--- src/rtl/ac97_link_pkg.sv ---
package ac97_link_pkg;
  localparam int TAG_BITS    = 16;
  localparam int SAMPLE_BITS = 20;
  localparam int DATA_SLOTS  = 12;
  localparam int FRAME_BITS  = TAG_BITS + DATA_SLOTS * SAMPLE_BITS;
  localparam int CNT_W       = $clog2(FRAME_BITS);
  localparam int SLOT_W      = $clog2(DATA_SLOTS + 1);
  localparam int SBIT_W      = $clog2(SAMPLE_BITS);
  localparam int FIRST_PCM   = 3;
  localparam int REQ_BIT_FIRST = 14 - FIRST_PCM;

  localparam logic [CNT_W-1:0]  CNT_LAST  = CNT_W'(FRAME_BITS - 1);
  localparam logic [CNT_W-1:0]  CNT_READY = CNT_W'(FRAME_BITS - 2);
  localparam logic [CNT_W-1:0]  SYNC_LAST = CNT_W'(TAG_BITS - 1);
  localparam logic [SLOT_W-1:0] SLOT_TAG  = '0;
  localparam logic [SLOT_W-1:0] SLOT_REQ  = SLOT_W'(1);
  localparam logic [SLOT_W-1:0] SLOT_LAST = SLOT_W'(DATA_SLOTS);
  localparam logic [SBIT_W-1:0] TAG_END   = SBIT_W'(TAG_BITS - 1);
  localparam logic [SBIT_W-1:0] DATA_END  = SBIT_W'(SAMPLE_BITS - 1);

  typedef struct packed {
    logic [CNT_W-1:0]  cnt;
    logic [SLOT_W-1:0] slot;
    logic [SBIT_W-1:0] sbit;
  } frame_pos_t;

  function automatic logic [SBIT_W-1:0] slot_end_bit(input logic [SLOT_W-1:0] s);
    return (s == SLOT_TAG) ? TAG_END : DATA_END;
  endfunction
endpackage

--- src/rtl/ac97_frame_timer.sv ---
module ac97_frame_timer
  import ac97_link_pkg::*;
(
  input  logic       clk,
  input  logic       rst,
  output frame_pos_t pos,
  output logic       sync_q
);
  always_ff @(posedge clk) begin
    if (rst) begin
      pos.cnt  <= CNT_LAST;
      pos.slot <= SLOT_LAST;
      pos.sbit <= DATA_END;
      sync_q   <= 1'b0;
    end else begin
      sync_q  <= (pos.cnt == CNT_LAST) || (pos.cnt < SYNC_LAST);
      pos.cnt <= (pos.cnt == CNT_LAST) ? '0 : pos.cnt + 1'b1;
      if (pos.sbit == slot_end_bit(pos.slot)) begin
        pos.sbit <= '0;
        pos.slot <= (pos.slot == SLOT_LAST) ? SLOT_TAG : pos.slot + 1'b1;
      end else begin
        pos.sbit <= pos.sbit + 1'b1;
      end
    end
  end

  // sync only rises as a new frame count starts
  a_r1_sync_rise: assert property (@(posedge clk) disable iff (rst)
    $rose(sync_q) |-> pos.cnt == '0);
  // sync never reaches past the tag slot
  a_r1_sync_window: assert property (@(posedge clk) disable iff (rst)
    sync_q |-> pos.cnt <= SYNC_LAST);
endmodule

--- src/rtl/ac97_tx_path.sv ---
module ac97_tx_path
  import ac97_link_pkg::*;
#(
  parameter int NCH = 2,
  parameter int SW  = SAMPLE_BITS
) (
  input  logic            clk,
  input  logic            rst,
  input  frame_pos_t      pos,
  input  logic [NCH-1:0]  req_pend,
  input  logic [NCH-1:0]  pb_valid,
  input  logic [NCH*SW-1:0] pb_data,
  output logic [NCH-1:0]  pb_ready_q,
  output logic [NCH-1:0]  underrun_q,
  output logic            sdo_q
);
  logic [NCH-1:0] tx_vld;
  logic [SW-1:0]  tx_data [NCH];
  logic           bit_next;

  always_ff @(posedge clk) begin
    if (rst) begin
      pb_ready_q <= '0;
      underrun_q <= '0;
      tx_vld     <= '0;
      for (int ch = 0; ch < NCH; ch++) tx_data[ch] <= '0;
    end else begin
      for (int ch = 0; ch < NCH; ch++) begin
        pb_ready_q[ch] <= (pos.cnt == CNT_READY) && req_pend[ch];
        underrun_q[ch] <= 1'b0;
        if (pos.cnt == CNT_LAST) begin
          if (pb_ready_q[ch] && pb_valid[ch]) begin
            tx_vld[ch]  <= 1'b1;
            tx_data[ch] <= pb_data[ch*SW +: SW];
          end else begin
            tx_vld[ch]     <= 1'b0;
            tx_data[ch]    <= '0;
            underrun_q[ch] <= pb_ready_q[ch];
          end
        end
      end
    end
  end

  always_comb begin
    bit_next = 1'b0;
    if (pos.slot == SLOT_TAG) begin
      if (pos.sbit == '0) bit_next = |tx_vld;
      for (int ch = 0; ch < NCH; ch++)
        if (pos.sbit == SBIT_W'(FIRST_PCM + ch)) bit_next = tx_vld[ch];
    end else begin
      for (int ch = 0; ch < NCH; ch++)
        if (pos.slot == SLOT_W'(FIRST_PCM + ch) && tx_vld[ch])
          bit_next = tx_data[ch][SBIT_W'(SW - 1) - pos.sbit];
    end
  end

  always_ff @(posedge clk) begin
    if (rst) sdo_q <= 1'b0;
    else     sdo_q <= bit_next;
  end

  // frame-valid bit on the wire matches the committed slot set
  a_r2_frame_valid: assert property (@(posedge clk) disable iff (rst)
    (pos.cnt == CNT_W'(1)) |-> (sdo_q == |tx_vld));

  for (genvar g = 0; g < NCH; g++) begin : g_chk
    // acceptance window is one cycle at the frame tail
    a_r4_ready_pulse: assert property (@(posedge clk) disable iff (rst)
      pb_ready_q[g] |-> (pos.cnt == CNT_LAST) ##1 !pb_ready_q[g]);
    // underrun only after an unfilled acceptance window
    a_r5_underrun_cause: assert property (@(posedge clk) disable iff (rst)
      underrun_q[g] |-> ($past(pb_ready_q[g]) && !$past(pb_valid[g]) && !tx_vld[g]));
  end
endmodule

--- src/rtl/ac97_rx_path.sv ---
module ac97_rx_path
  import ac97_link_pkg::*;
#(
  parameter int NCH = 2,
  parameter int SW  = SAMPLE_BITS
) (
  input  logic              clk,
  input  logic              rst,
  input  frame_pos_t        pos,
  input  logic              sdi,
  input  logic [NCH-1:0]    cap_ready,
  output logic [NCH-1:0]    cap_valid_q,
  output logic [NCH*SW-1:0] cap_data_q,
  output logic [NCH-1:0]    overrun_q,
  output logic [NCH-1:0]    req_pend
);
  logic              sdi_n;
  logic              rx_live;
  logic [SLOT_W-1:0] rx_slot;
  logic [SBIT_W-1:0] rx_sbit;
  logic [SW-1:0]     sr;
  logic [SW-1:0]     word;
  logic [NCH-1:0]    cap_tag;
  logic              slot_done;

  always_ff @(negedge clk) sdi_n <= sdi;

  assign word      = {sr[SW-2:0], sdi_n};
  assign slot_done = rx_live && (rx_sbit == slot_end_bit(rx_slot));

  always_ff @(posedge clk) begin
    if (rst) begin
      rx_live     <= 1'b0;
      rx_slot     <= SLOT_TAG;
      rx_sbit     <= '0;
      sr          <= '0;
      cap_tag     <= '0;
      req_pend    <= '0;
      cap_valid_q <= '0;
      cap_data_q  <= '0;
      overrun_q   <= '0;
    end else begin
      rx_live <= 1'b1;
      rx_slot <= pos.slot;
      rx_sbit <= pos.sbit;
      if (rx_live) sr <= word;
      for (int ch = 0; ch < NCH; ch++) begin
        logic hit;
        if (slot_done && rx_slot == SLOT_TAG)
          cap_tag[ch] <= word[TAG_BITS - 1 - FIRST_PCM - ch];
        if (slot_done && rx_slot == SLOT_REQ)
          req_pend[ch] <= word[REQ_BIT_FIRST - ch];
        hit = slot_done && (rx_slot == SLOT_W'(FIRST_PCM + ch)) && cap_tag[ch];
        overrun_q[ch] <= hit && cap_valid_q[ch] && !cap_ready[ch];
        if (hit && (!cap_valid_q[ch] || cap_ready[ch])) begin
          cap_valid_q[ch]          <= 1'b1;
          cap_data_q[ch*SW +: SW]  <= word;
        end else if (cap_valid_q[ch] && cap_ready[ch]) begin
          cap_valid_q[ch] <= 1'b0;
        end
      end
    end
  end

  for (genvar g = 0; g < NCH; g++) begin : g_chk
    // a held sample stays put until taken
    a_r7_hold: assert property (@(posedge clk) disable iff (rst)
      (cap_valid_q[g] && !cap_ready[g]) |=> (cap_valid_q[g] && $stable(cap_data_q[g*SW +: SW])));
    // an overrun leaves the older sample in place
    a_r8_overrun_held: assert property (@(posedge clk) disable iff (rst)
      overrun_q[g] |-> cap_valid_q[g]);
    // a new sample only appears when its tag marked it
    a_r6_tagged_only: assert property (@(posedge clk) disable iff (rst)
      $rose(cap_valid_q[g]) |-> $past(cap_tag[g]));
  end
endmodule

--- src/rtl/ac97_link_ctrl.sv ---
module ac97_link_ctrl
  import ac97_link_pkg::*;
#(
  parameter int NCH = 2,
  parameter int SW  = SAMPLE_BITS
) (
  input  logic              bit_clk,
  input  logic              rst,
  output logic              link_sync,
  output logic              link_sdo,
  input  logic              link_sdi,
  input  logic [NCH-1:0]    pb_valid,
  output logic [NCH-1:0]    pb_ready,
  input  logic [NCH*SW-1:0] pb_data,
  output logic [NCH-1:0]    pb_underrun,
  output logic [NCH-1:0]    cap_valid,
  input  logic [NCH-1:0]    cap_ready,
  output logic [NCH*SW-1:0] cap_data,
  output logic [NCH-1:0]    cap_overrun
);
  frame_pos_t     pos;
  logic [NCH-1:0] req_pend;

  ac97_frame_timer u_timer (
    .clk    (bit_clk),
    .rst    (rst),
    .pos    (pos),
    .sync_q (link_sync)
  );

  ac97_tx_path #(.NCH(NCH), .SW(SW)) u_tx (
    .clk        (bit_clk),
    .rst        (rst),
    .pos        (pos),
    .req_pend   (req_pend),
    .pb_valid   (pb_valid),
    .pb_data    (pb_data),
    .pb_ready_q (pb_ready),
    .underrun_q (pb_underrun),
    .sdo_q      (link_sdo)
  );

  ac97_rx_path #(.NCH(NCH), .SW(SW)) u_rx (
    .clk         (bit_clk),
    .rst         (rst),
    .pos         (pos),
    .sdi         (link_sdi),
    .cap_ready   (cap_ready),
    .cap_valid_q (cap_valid),
    .cap_data_q  (cap_data),
    .overrun_q   (cap_overrun),
    .req_pend    (req_pend)
  );
endmodule

--- config.mk ---
export PLATFORM = sky130hd
export DESIGN_NAME = ac97_link_ctrl
export DESIGN_NICKNAME = d
export VERILOG_FILES = /design/src/rtl/ac97_link_pkg.sv /design/src/rtl/ac97_frame_timer.sv /design/src/rtl/ac97_tx_path.sv /design/src/rtl/ac97_rx_path.sv /design/src/rtl/ac97_link_ctrl.sv
export SDC_FILE = /design/constraint.sdc
export NUM_CORES = 1
export LEC_CHECK = 0
export ABC_CLOCK_PERIOD_IN_PS = 2900
export BUFFER_PORTS_ARGS = -buffer_cell sky130_fd_sc_hd__buf_2
export CORE_ASPECT_RATIO = 0.6
export CORE_MARGIN = 2
export CORE_UTILIZATION = 56
export CTS_CLUSTER_SIZE = 10
export DETAILED_ROUTE_END_ITERATION = 8
export PLACE_DENSITY = 0.83
export SLEW_MARGIN = 20
export SYNTH_ARGS = -nofsm -noshare
export SYNTH_HDL_FRONTEND = slang
export SYNTH_HIERARCHICAL = 1
export SYNTH_SLANG_ARGS = --single-unit
--- constraint.sdc ---
create_clock -name bit_clk -period 2.9 [get_ports bit_clk]
set_input_delay 0.29 -clock bit_clk [delete_from_list [all_inputs] [get_ports bit_clk]]
set_output_delay 0.29 -clock bit_clk [all_outputs]
set_load 0.005 [all_outputs]
==> summary.md <==
| Metric | Value |
|---|---|
| RSZ-0062 raised after global routing | no |
| # rows | 29 |
| Clk_lat worst skew | 0.44 ns |
| Critical path peak fanout | 12 |
| Final core occ | 67.1% |
| Core area | 0.0105 mm^2 |
| Die width | 138 um |
| Leak | 2.85 nW |
| Synth Cell Area | 0.00603 mm^2 |
| Worst-margin pin slew | 0.911 ns |
| Number of global-route vias before repair | 4,572 |
| CTS buffer count | 17 |
| Worst vdd ir | 530 uV |
| Syn Nets | 655 |
| Placed cells | 798 |
| Diodes inserted | 0 |
| Die H | 84.4 um |
| H-tree Lvls | 4 |
| I/O pin count | 97 |
| Post-DP HPWL | 9150 um |
| Clk_skew | 0.0260 ns |
| EDFF count, synth | 20 |
| Period minus WS final | 2.53 ns |
| Cells after Synth | 602 |
| Hold Crit Class | in2reg |
| DRT Pass-1 Iters | 5 |
| Crit Path Class | reg2reg |
| Fin crit share | 87.2% |
| WP data required | 3.18 ns |
| Largest net degree at the start of global routing | 51 |
| Root Driver | clkbuf_16 |
| Commonest non-fill, non-tap cell in the layout | dfxtp_1 |
| GRT overflow | 0 |
| Dpl cell area | 0.00649 mm^2 |
| Initial Util | 57.3% |
| R2R Setup Slk | 0.37 ns |
| Max cap viols | 0 |
| Synth warn | 6 |
| Commonest non-fill, non-tap cells in the layout | 123 x dfxtp_1, 96 x buf_2, 64 x o21ai_0 |
| Clock slew at reported path FFs | 0.06 ns |
| Post-CTS resize count | 0 |
| RD Place Congestion | 0.897 |
| Global-route wire length before repair | 22,900 um |
| Yosys reg bits | 143 |
| Post-CTS Hold Buffers | 0 |
| Fill cells | 798 |
| Sequential element share of the synthesized area | 50.8% |
| Startpoint types | register |
| Overall Global Routing Usage | 25.2% |
| Sinks on Clock Net | 143 |
| Async SR Flop Fraction | 0% |
| Syn Area/Cell | 10.0 um^2 |
| Final wirelength | 14,100 um |
| Vias | 4,812 |
| TritonCTS clock tree | built |
| Post-route setup TNS | 0 ns |
| Slew margin rel. | 39.3% |
| Share of cells above drive strength 1 | 21.7% |
| Outcome | complete, no violations |
| Final slew viol count | 0 |
| Number of vias per cell | 5.80 |
| Setup bufs post-CTS | 0 |
| Top FF cell, synth | dfxtp_1 |
| Final #Nets | 731 |
| Crit. End Element | register |
| Total power | 5.21 mW |
| Peak Freq | 395 MHz |
| Synth cell types | 57 |
| Port bufs | 96 |
| Setup Viol. Count Final | 0 |
| Die area | 0.0116 mm^2 |
| DR DRC count | 0 |
| Final std cells w/o fill | 829 |
| Antenna viol nets, final | 0 |
| CP Data Arrival Time | 2.81 ns |
| Pwr/cell area | 739 mW/mm^2 |
| DRT iter0 DRCs | 367 |
| Initial antenna violation count | 0 |
| Wire per inst | 17.0 um |
| Final instance area | 0.00706 mm^2 |
| Layout area overhead | 17.1% |
| Max clock buf depth | 2 |
| Final hold viol count | 0 |
## final timing paths
path | startpoint | end | cells after the start
worst max register to register | u_timer/pos[2] | u_tx/sdo_q | 7
worst min register to register | u_rx/req_pend[0] | u_tx/pb_ready_q[0] | 1
worst max-delay path | u_timer/pos[2] | u_tx/sdo_q | 7
worst min-delay path | pb_valid[0] | u_tx/underrun_q[0] | 2
## area by class of cell
type	count	area, um^2	share of cell area [%]
clock buffers	21	483	6.84
clock inverters	11	88.8	1.26
inverters	10	37.5	0.532
multi-input cells	402	2680	38.0
flip-flops and latches	143	3060	43.4
well taps	139	174	2.46
repair buffers	103	533	7.55
## flip-flops by register name, summed over array words and instances, names as in the netlist, 2 cells and up
register          count
u_rx/rx_slot          4
u_tx/tx_data         40
u_rx/sr              19
u_tx/pb_ready_q       2
u_timer/pos          17
u_tx/underrun_q       2
u_rx/req_pend         2
u_rx/cap_valid_q      2
u_tx/tx_vld           2
u_rx/cap_tag          2
u_rx/rx_sbit          5
u_rx/overrun_q        2
u_rx/cap_data_q      40
## through the flow
stage	hold slack (ns)	setup WS [ns]
floorplan	0.362	0.842
global placement	0.454	0.646
detailed placement	0.458	0.464
CTS	0.0688	0.458
global route	0.0851	0.256
finish	0.0760	0.370
## routing by layer
metal | vias up | global-route usage (%) | part of all wire (%)
met5 | - | 0 | 0
li1 | 2327 | - | -
met4 | 0 | 8.07 | 1.2
met1 | 2290 | 36.7 | 48
met2 | 178 | 36.9 | 44
met3 | 17 | 6.22 | 7.4
## cells in the mapped netlist, drive strengths merged, types with 2 or more instances
master | number | share of area, %
ha | 6 | 1.2
and2 | 26 | 2.7
nand2b | 25 | 2.6
mux2 | 2 | 0.44
mux2i | 32 | 5.5
a221o | 3 | 0.50
nor2 | 33 | 2.1
and3b | 5 | 0.75
a22o | 2 | 0.29
a21o | 4 | 0.50
nand3 | 53 | 4.5
nor3 | 8 | 0.75
o21bai | 3 | 0.37
nor4b | 3 | 0.44
edfxtp | 20 | 10
a21oi | 47 | 3.9
nand4 | 26 | 2.7
buf | 13 | 1.5
o21ai | 65 | 5.4
nor4 | 3 | 0.56
nand2 | 6 | 0.37
xnor2 | 3 | 0.44
dfxtp | 123 | 41
a31oi | 2 | 0.21
nor2b | 12 | 1.2
clkbuf | 33 | 2.6
mux4 | 8 | 3.2
inv | 11 | 0.68
or2 | 2 | 0.21
nor3b | 2 | 0.62
xor2 | 2 | 0.29
and3 | 7 | 0.77
## worst max-delay path, cell delays in order, from the launching register on
cell	delay, ns
dfxtp_1	0.58
inv_1	0.14
ha_1	0.54
mux4_2	0.58
nor2_1	0.13
nor4b_1	0.08
a31oi_1	0.19
a41oi_2	0.16
## cells by family (layout without fill, tap and decap cells)
group	count (synthesis)	count (layout)	synth area share, %
XOR/XNOR	5	5	0.727
AO/OA/AOI/OAI	134	134	12.5
adder cells (fa/ha/maj)	6	6	1.25
buffers and inverters	57	145	4.73
multiplexers	42	42	9.19
AND/OR/NAND/NOR	215	215	20.8
flip-flops	143	143	50.8
## power breakdown
group          internal [mW]  total, mW  switching [mW]
sequential              2.17       2.38           0.203
combinational          0.344      0.752           0.408
clock                   1.27       2.09           0.815
total                   3.79       5.21            1.43
No activity file was read; power rests on OpenSTA's default activity.
